--- src/rtl/vec_irq_ctrl.sv ---
module vec_irq_ctrl #(
  parameter int NSRC  = 32,
  parameter int DW    = 32,
  parameter int AW    = 8,
  parameter int LVL_W = 6,
  parameter int RS_W  = 6,
  parameter int VS_W  = 3
) (
  input  logic            clk,
  input  logic            rst_n,
  input  logic [NSRC-1:0] irq_lines,
  input  logic            bus_wr,
  input  logic            bus_rd,
  input  logic [AW-1:0]   bus_addr,
  input  logic [DW-1:0]   bus_wdata,
  output logic [DW-1:0]   bus_rdata,
  output logic            bus_err,
  output logic            req_valid,
  output logic [DW-1:0]   req_addr,
  output logic [RS_W-1:0] req_regset,
  output logic [LVL_W-1:0] req_level,
  output logic            req_nmi
);
  localparam int IDX_W  = $clog2(NSRC);
  localparam int CFG_W  = LVL_W + 1 + RS_W;
  localparam int WIX_W  = AW - 2;
  localparam int NWORDS = NSRC + 12;
  localparam logic [WIX_W-1:0] W_EN     = WIX_W'(NSRC);
  localparam logic [WIX_W-1:0] W_ENSET  = WIX_W'(NSRC + 1);
  localparam logic [WIX_W-1:0] W_ENCLR  = WIX_W'(NSRC + 2);
  localparam logic [WIX_W-1:0] W_PEND   = WIX_W'(NSRC + 3);
  localparam logic [WIX_W-1:0] W_RAW    = WIX_W'(NSRC + 4);
  localparam logic [WIX_W-1:0] W_SW     = WIX_W'(NSRC + 5);
  localparam logic [WIX_W-1:0] W_SWSET  = WIX_W'(NSRC + 6);
  localparam logic [WIX_W-1:0] W_SWCLR  = WIX_W'(NSRC + 7);
  localparam logic [WIX_W-1:0] W_CTRL   = WIX_W'(NSRC + 8);
  localparam logic [WIX_W-1:0] W_STAT   = WIX_W'(NSRC + 9);
  localparam logic [WIX_W-1:0] W_BASE   = WIX_W'(NSRC + 10);
  localparam logic [WIX_W-1:0] W_VADDR  = WIX_W'(NSRC + 11);

  logic [CFG_W-1:0] cfg [NSRC];
  logic [NSRC-1:0]  en_q, sw_q, raw_q;
  logic [VS_W-1:0]  vsz_q;
  logic [DW-1:0]    base_q;
  logic [IDX_W-1:0] idx_q;

  logic [WIX_W-1:0] wix;
  logic             mapped;
  logic [NSRC-1:0]  pend;
  logic [LVL_W-1:0] best;
  logic [IDX_W-1:0] widx;
  logic             win;
  logic [DW-1:0]    vaddr;
  logic [DW-1:0]    rmux;

  assign wix    = bus_addr[AW-1:2];
  assign mapped = (bus_addr[1:0] == 2'b00) && (int'(wix) < NWORDS);
  assign pend   = (raw_q | sw_q) & en_q;
  assign win    = (best != '0);
  assign vaddr  = base_q + ((DW'(widx) << 2) << vsz_q);

  always_comb begin
    best = '0;
    widx = '0;
    for (int i = 0; i < NSRC; i++) begin
      if (pend[i] && (cfg[i][LVL_W-1:0] > best)) begin
        best = cfg[i][LVL_W-1:0];
        widx = IDX_W'(i);
      end
    end
  end

  always_ff @(posedge clk) begin
    if (!rst_n) begin
      for (int i = 0; i < NSRC; i++) cfg[i] <= '0;
      en_q   <= '0;
      sw_q   <= '0;
      raw_q  <= '0;
      vsz_q  <= '0;
      base_q <= '0;
    end else begin
      raw_q <= irq_lines;
      if (bus_wr && mapped) begin
        if (int'(wix) < NSRC) begin
          cfg[wix[IDX_W-1:0]] <= bus_wdata[CFG_W-1:0];
        end else begin
          case (wix)
            W_EN:    en_q   <= bus_wdata[NSRC-1:0];
            W_ENSET: en_q   <= en_q | bus_wdata[NSRC-1:0];
            W_ENCLR: en_q   <= en_q & ~bus_wdata[NSRC-1:0];
            W_SW:    sw_q   <= bus_wdata[NSRC-1:0];
            W_SWSET: sw_q   <= sw_q | bus_wdata[NSRC-1:0];
            W_SWCLR: sw_q   <= sw_q & ~bus_wdata[NSRC-1:0];
            W_CTRL:  vsz_q  <= bus_wdata[VS_W-1:0];
            W_BASE:  base_q <= bus_wdata;
            default: ;
          endcase
        end
      end
    end
  end

  always_ff @(posedge clk) begin
    if (!rst_n) begin
      req_valid  <= 1'b0;
      idx_q      <= '0;
      req_addr   <= '0;
      req_level  <= '0;
      req_nmi    <= 1'b0;
      req_regset <= '0;
    end else begin
      req_valid  <= win;
      idx_q      <= win ? widx : '0;
      req_addr   <= win ? vaddr : '0;
      req_level  <= best;
      req_nmi    <= win & cfg[widx][LVL_W];
      req_regset <= win ? cfg[widx][CFG_W-1:LVL_W+1] : '0;
    end
  end

  always_comb begin
    rmux = '0;
    if (int'(wix) < NSRC) begin
      rmux = DW'(cfg[wix[IDX_W-1:0]]);
    end else begin
      case (wix)
        W_EN:    rmux = DW'(en_q);
        W_PEND:  rmux = DW'(pend);
        W_RAW:   rmux = DW'(raw_q);
        W_SW:    rmux = DW'(sw_q);
        W_CTRL:  rmux = DW'(vsz_q);
        W_STAT:  rmux = {req_valid, (DW-1-IDX_W)'(0), idx_q};
        W_BASE:  rmux = base_q;
        W_VADDR: rmux = req_addr;
        default: rmux = '0;
      endcase
    end
  end

  always_ff @(posedge clk) begin
    if (!rst_n) begin
      bus_rdata <= '0;
      bus_err   <= 1'b0;
    end else begin
      bus_rdata <= (bus_rd && mapped) ? rmux : '0;
      bus_err   <= (bus_wr || bus_rd) && !mapped;
    end
  end
endmodule

--- config.mk ---
export PLATFORM = sky130hd
export DESIGN_NAME = vec_irq_ctrl
export DESIGN_NICKNAME = d
export VERILOG_FILES = /design/src/rtl/vec_irq_ctrl.sv
export SDC_FILE = /design/constraint.sdc
export NUM_CORES = 2
export LEC_CHECK = 0
export ABC_AREA = 0
export BUFFER_PORTS_ARGS = -buffer_cell sky130_fd_sc_hd__buf_4
export CORE_ASPECT_RATIO = 1.1
export CORE_MARGIN = 4
export CORE_UTILIZATION = 37
export CTS_BUF_LIST = sky130_fd_sc_hd__clkbuf_4 sky130_fd_sc_hd__clkbuf_8
export DETAILED_ROUTE_END_ITERATION = 12
export GPL_TIMING_DRIVEN = 0
export PLACE_DENSITY = 0.48
export SLEW_MARGIN = 15
export SYNTH_ARGS = -nofsm -noshare
export SYNTH_HDL_FRONTEND = slang
export SYNTH_SLANG_ARGS = --single-unit
--- constraint.sdc ---
create_clock -name clk -period 92.5 [get_ports clk]
set_input_delay 9.25 -clock clk [delete_from_list [all_inputs] [get_ports clk]]
set_output_delay 9.25 -clock clk [all_outputs]
set_load 0.02 [all_outputs]
## Yosys cells after proc, flatten, opt, wreduce, memory -nomap -nowiden

Memory sizes are Yosys's and may differ from the RTL's.
Cells that the tools add are included.

| storage, ports and cells | value |
|---|---|
| word-level logic and storage cells | 199 |
| input port bits | 76 |
| flip-flop bits (word level) | 215 |
| bits in writable memories | 416 |
| memories | 1 |
| output and inout port bits | 79 |

| operators by class | value |
|---|---|
| multiplexer cells | 75 |
| equal/unequal tests | 12 |
| reduce and logical (&&, ||, !) cells | 50 |
| bitwise gates (word level) | 11 |
| $lt $le $gt $ge | 34 |
| shift operators | 1 |
| add/subtract/negate cells | 1 |

Memories:

| memory | words | bits a word | rd ports | clocked after memory_dff | wr ports | RTL line | text |
|---|---|---|---|---|---|---|---|
| cfg | 32 | 13 | 34 | 0 | 32 | 41 | `logic [CFG_W-1:0] cfg [NSRC];` |

Operator list:

| operator | count |
|---|---|
| case mux 32 bit (8 select lines) | 1 |
| 2-to-1 mux 6 bit | 32 |
| case mux 32 bit (3 select lines) | 2 |
| greater-than comparator 6 bit | 31 |
| 2-to-1 mux 5 bit | 31 |
| AND 32 bit | 3 |
| bitwise OR 32 bit | 3 |
| == test 6 bit, second input constant | 12 |
| logical AND 1 bit | 36 |
| adder 32 bit | 1 |
| inverter 32 bit | 1 |
| << shifter 7 x 3 -> 32 bit | 1 |
| 2-to-1 mux 13 bit | 2 |
| OR reduction 13 bit | 1 |
| < comparator 6 bit, second input constant | 2 |
| AND reduction 3 bit | 4 |
| 2-to-1 mux 1 bit | 7 |
| greater-than comparator 6 x 1 -> 1 bit, second input constant | 1 |
| nonzero test 3 bit | 2 |
| nonzero test 6 bit | 1 |
| AND reduction 2 bit | 2 |
| inverter 1 bit | 3 |
| OR reduction 3 bit | 1 |
| logical NOT 2 bit | 1 |
| 3 further kinds | 3 |

## Longest topological paths before layout

| depth | value |
|---|---|
| word-level depth | 99 |
| depth in mapped cells | 331 |
| depth with buffers taken out | 308 |

## Least setup slack after synthesis

OpenSTA, ideal clock, no wires.

| timing path | value |
|---|---|
| kind | reg2reg |
| start | register sw_q[0] |
| end | register req_addr[31] |
| data required time | 92,386 ps |
| arrival | 56,212 ps |
| buffers on the path | 22 |
| cell stages (with the launch flop) | 295 |
| library setup time | 114 ps |
| path slack | 36,173 ps |
| path through | dfxtp_1 > o21a_1 > and2_1 > inv_1 > ha_1 > and4_4 > a31o_2 > a31oi_4 > nor2_1 > a21oi_1 > ha_1 > a211o_1 > a21oi_1 > or4b_1 > o211ai_1 > a221o_2 > buf_1 > nor2_1 > [... 259 more ...] > a21o_1 > a21o_1 > a21o_1 > a21oi_1 > o21bai_1 > a21oi_1 > o21bai_1 > a21oi_1 > o21bai_1 > a21oi_1 > nor2b_1 > o21a_1 > and2_1 > and4_1 > and3_1 > nand3_1 > xor2_1 > nor2_1 |

| on the way | value |
|---|---|
| cells in the longest elaborated chain, start to end | 99 |
| elaborated cells on any way between the ends | 132 |
| those cells by class | add/sub (1); order compare (31); shift (1); mux (63); bitwise (2); reduce/logical (34) |

RTL lines:

| element | RTL line | text |
|---|---|---|
| start: declaration | 42 | `logic [NSRC-1:0] en_q, sw_q, raw_q;` |
| start signal: assignment | 91 | `W_SW: sw_q <= bus_wdata[NSRC-1:0];` |
| start signal: assignment | 92 | `W_SWSET: sw_q <= sw_q \| bus_wdata[NSRC-1:0];` |
| start signal: assignment | 93 | `W_SWCLR: sw_q <= sw_q & ~bus_wdata[NSRC-1:0];` |
| bitwise OR 32 bit (*) | 58 | `assign pend = (raw_q \| sw_q) & en_q;` |
| AND 32 bit (*) | 58 |  |
| logical AND 1 bit (*) | 66 | `if (pend[i] && (cfg[i][LVL_W-1:0] > best)) begin` |
| 2-to-1 mux 6 bit (*) | 66 |  |
| greater-than comparator 6 bit | 66 |  |
| logical AND 1 bit | 66 |  |
| 2-to-1 mux 6 bit | 66 |  |
| greater-than comparator 6 bit | 66 |  |
| [... 83 more ...] | -- |  |
| greater-than comparator 6 bit | 66 |  |
| logical AND 1 bit | 66 |  |
| 2-to-1 mux 6 bit | 66 |  |
| greater-than comparator 6 bit | 66 |  |
| logical AND 1 bit | 66 |  |
| 2-to-1 mux 5 bit or 2-to-1 mux 6 bit (tied branches) | 66 |  |
| << shifter 7 x 3 -> 32 bit or nonzero test 6 bit (tied branches) | 60, 59 |  |
| adder 32 bit or AND reduction 2 bit (tied branches) | -- |  |
| end signal: assignment | 114 | `req_addr <= win ? vaddr : '0;` |
| end: declaration | 19 | `output logic [DW-1:0] req_addr,` |

Every way passes the cells marked *; elsewhere a longest branch is shown, timed or not.
A chain may end at the register's enable or synchronous reset.

## Final worst setup path

Ends and elaborated chain as after synthesis.

==> results list <==
- At the pin with the least slew margin, the transition time is 1.31 ns.
- Final std cell area, no fill: 46100 sq um
- The first TritonRoute pass finished after 9 iterations.
* Hold violation count in the final report: 0
- Leakage component of the power: 16.8 nW
- In the global route stage, overall resource usage came out at between 20% and 30%.
- Critical-path cell with the highest stage delay: sky130_fd_sc_hd__clkbuf_1
* CTS tree: yes
- Metal1 wirelength: slightly below 70 mm
- Summing the areas of all compound-gate instances in the mapped netlist gives 16.7% of the synthesized area.
* Async SR Flop Fraction: 0%
- After detailed routing, the total wire length is 163 mm.
- For this design, the sink count on the clock tree is 631.
- After detailed routing, the average wire length per cell comes to about 28 um.
- Insertion delay to the later sink of the worst-skew pair: 0.79 ns
- At the worst endpoint, the required time is 93.17 ns.
- Synthesis produced a netlist whose cell count is around 4000.
- Number of port buffers: between 100 and 150
* Combinational family with the most area after synthesis: simple AND/OR/NAND/NOR gates
- Counting along the longest clock path gives a buffer depth of 3.
* Multiplexer share of the synthesized area: 13.3%
- Setup slack of the critical path after layout: 24.44 ns
* Part of the Yosys area used for sequential elements: a little over two fifths
- The detail route stage leaves a number of antenna-violating nets equal to 0.
- The synthesized netlist devotes 4.56% of its cell area to adder and majority cells.
- Detailed routing placed a total of 76.9 mm of wire on met2.
- sky130_fd_sc_hd__edfxtp_1 takes more of the synthesized area than any other cell.
- Number of distinct standard cells referenced by the synthesized netlist: roughly 120
- In this run, post-CTS repair resized a total of 0 instances.
- Die width: approximately 320 um
- The number of global-route vias before repair came to 32900.
- After detailed routing, the number of remaining DRC violations is 0.
- The worst pin sits at a relative slew slack of 12.5%.
- The initial antenna violation count is 17.
* Vias after detailed routing: 33500
- The run finished with clean final reports.
- CTS Root Buffer Type: sky130_fd_sc_hd__clkbuf_8
- Setup violations remaining at the end of the flow were counted as 0.
- Post-synth design cell area: ~40000 sq um
- Synthesis inferred 631 register bits.
- The worst setup path is captured at a flip-flop.
- For this run, the top clock speed supported by timing is 0.0147 GHz.
- The floorplan step defined a die boundary enclosing 114000 sq um.
- The design draws about 0.68 mW.
* Global route overflow: 0
- Clock skew on the completed layout was measured at roughly 0.038 ns.
- Worst slack at placement: 25.04 ns
* Share of post-route cells with drive strength above 1: between 10% and 20%
- By area the synthesized netlist is led by sky130_fd_sc_hd__edfxtp_1, sky130_fd_sc_hd__dfxtp_1, sky130_fd_sc_hd__and2_1.
- The initial utilization of the core area, before any placement, comes to 37.4%.
- Clock transition time at the flip-flop clock pins of the worst setup and hold paths: roughly 0.06 ns
- After Yosys synthesis, and, or, nand and nor cells account for 18.3% of the synthesized area.
- The floorplan step set the die height to roughly 350 um.
* Crit path time final: around 68 ns
- The most used flip-flop cell after synthesis is sky130_fd_sc_hd__edfxtp_1.
- The largest single stage delay on the critical path is between 0.8 and 0.9 ns.
- In the final design database the tool counted 4472 nets.
- Clock H-tree levels: 3
- Setup repair after global routing left no endpoint under its margin.
- Once detailed placement completed, the half-perimeter wirelength came to 127 mm.
- A synthesized cell averages between 10 and 15 sq um.
- The area growth from synthesis to layout is 14.4%.
- Number of warnings printed during yosys synthesis: 0
- Top-level I/O count: 155
- By instance count, the cell type seen most on the critical path is sky130_fd_sc_hd__ha_1.
- Detailed routing placed a total of 11.3 mm of wire on met3.
* XOR/XNOR Fraction of Synth Area: ~1.4%
* First-pass GRT wire length: 232 mm
- Core Util, Final: 42.8%
* Max rail drop VDD: 0.00986 mV
- Top cells by count, synth: sky130_fd_sc_hd__and2_1, sky130_fd_sc_hd__edfxtp_1, sky130_fd_sc_hd__nand2_1
* Number of placement rows: 126
- The floorplan step defined a core boundary enclosing 108000 sq um.
* Syn Nets: 4182
- Data arrival time of the critical path: 68.73 ns
* Global placer's final weighted congestion: between 0.9 and 1
- The critical path is of the reg2reg type.
* First-iteration detailed-routing DRC count: 3334
- In this run the worst hold path is classified as reg2reg.
- Leading cell type by number of instances after synthesis: sky130_fd_sc_hd__and2_1
- Dividing the final minimum period by the clock period gives ~74%.
- Portion of synthesized cell area occupied by the leading cell type: a little under a third
- The tool flagged a number of max-cap violations equal to 0.
- The highest layer touched by signal routing is met5.
* Power density relative to cell area: 14.6 nW/um^2
- Entering global routing, the biggest net connects 17 pins.
* Hold-fix buffers, CTS: 0
- Cts bufs inserted: around 110
- Startpoint type of the worst setup path: flip-flop
- Adding up every negative setup slack in the final design gives 0 ns.
- The layout has between 10000 and 15000 filler cells.
- Once placement finished, the instance area stood at 43700 sq um.
* Final slew viol count: 0
- Buffers added to address setup during post-CTS repair amount to 0.
- Via density per instance: roughly 5.8
* Number of flops mapped to enable cells by yosys: 416
* Critical path peak fanout: 10
[metal layers]
metal	vias up	track usage, %
li1	15300	-
met1	16600	35.8
met2	1360	46.6
met3	299	4.13
met4	2	11.8
met5	-	0
[area by class of cell]
| class | count | area (sq um) | share of cell area [%] |
|---|---|---|---|
| Inverter | 143 | 537 | 1.16 |
| Antenna cell | 4 | 10.0 | 0.0217 |
| Timing Repair Buffer | 176 | 1500 | 3.25 |
| Sequential cell | 631 | 16800 | 36.4 |
| Multi-Input combinational cell | 2908 | 22000 | 47.6 |
| Clock inverter | 43 | 317 | 0.686 |
| Clock buffer | 168 | 2070 | 4.50 |
| Tap cell | 1408 | 1760 | 3.82 |
| Buffer | 281 | 1190 | 2.58 |
[worst max-delay path: cells and delay by family (launching register included)]
family | cells | cell delay, ns
AOI/OAI and AO/OA | 125 | 29.05
xor gates and xnor gates | 1 | 0.31
adders and majority gates | 34 | 10.26
buffers and inverters | 34 | 7.99
DFF | 1 | 0.37
muxes | 15 | 4.70
and+or+nand+nor | 84 | 15.14
[flip-flops by register name (all words and copies together), names as in the netlist]
name and flops:
req_level 6, req_regset 6, raw_q 32, vsz_q 3, req_nmi 1, sw_q 32
req_addr 32, cfg 416, bus_err 1, idx_q 5, bus_rdata 32, en_q 32
base_q 32, req_valid 1
[power by group]
part / switching, mW / leakage (nW) / internal (mW)
Combinational: 0.0463 / 9.82 / 0.0280
Clock: 0.129 / 1.28 / 0.152
Sequential: 0.00961 / 5.69 / 0.311
Total: 0.185 / 16.8 / 0.491
[final timing paths]
kind         cells past startpoint      start           end  slack [ns]
max                            293    sw_q[0]  req_addr[31]       24.44
min reg2reg                      2  base_q[1]     base_q[1]        0.48
max reg2reg                    293    sw_q[0]  req_addr[31]       24.44
min                              2  base_q[1]     base_q[1]        0.48
[per-stage QoR]
stage / cells / hold slack [ns]
2_1_floorplan: 3963 / 0.451
3_3_place_gp: 5511 / 0.473
3_5_place_dp: 5547 / 0.476
4_1_cts: 5758 / 0.486
5_1_grt: 5759 / 0.510
6_report: 5762 / 0.485
[cells by family after synthesis]
logic type | count (synthesis)
AOI/OAI and AO/OA | 962
xor gates and xnor gates | 61
and+or+nand+nor | 1377
DFF | 631
buffers and inverters | 424
adders and majority gates | 147
muxes | 361
[cells in the final DEF, fill, tap and decap left out, types with 20 or more instances in the layout]
master	n
sky130_fd_sc_hd__mux2_2	51
sky130_fd_sc_hd__buf_1	22
sky130_fd_sc_hd__clkbuf_8	130
sky130_fd_sc_hd__dfxtp_1	215
sky130_fd_sc_hd__clkbuf_1	196
sky130_fd_sc_hd__edfxtp_1	416
sky130_fd_sc_hd__nor2_1	219
sky130_fd_sc_hd__a21o_1	36
sky130_fd_sc_hd__and3_1	46
sky130_fd_sc_hd__buf_4	153
sky130_fd_sc_hd__a22oi_1	175
sky130_fd_sc_hd__a31oi_1	43
sky130_fd_sc_hd__nor2b_1	96
sky130_fd_sc_hd__a21oi_1	141
sky130_fd_sc_hd__nor3_1	37
sky130_fd_sc_hd__a211oi_1	22
sky130_fd_sc_hd__nand4_1	22
sky130_fd_sc_hd__a21boi_0	39
sky130_fd_sc_hd__o21ai_0	197
sky130_fd_sc_hd__nand3_1	69
sky130_fd_sc_hd__o21ai_2	36
sky130_fd_sc_hd__o211ai_1	25
sky130_fd_sc_hd__mux2i_1	168
sky130_fd_sc_hd__buf_2	40
sky130_fd_sc_hd__buf_6	25
sky130_fd_sc_hd__nand2_1	278
sky130_fd_sc_hd__and2_1	486
sky130_fd_sc_hd__mux4_2	130
sky130_fd_sc_hd__ha_1	142
sky130_fd_sc_hd__clkbuf_4	38
sky130_fd_sc_hd__xnor2_1	40
sky130_fd_sc_hd__inv_1	142
sky130_fd_sc_hd__o21ai_1	20
sky130_fd_sc_hd__o21a_1	27
(Power assumes the default switching activity.)
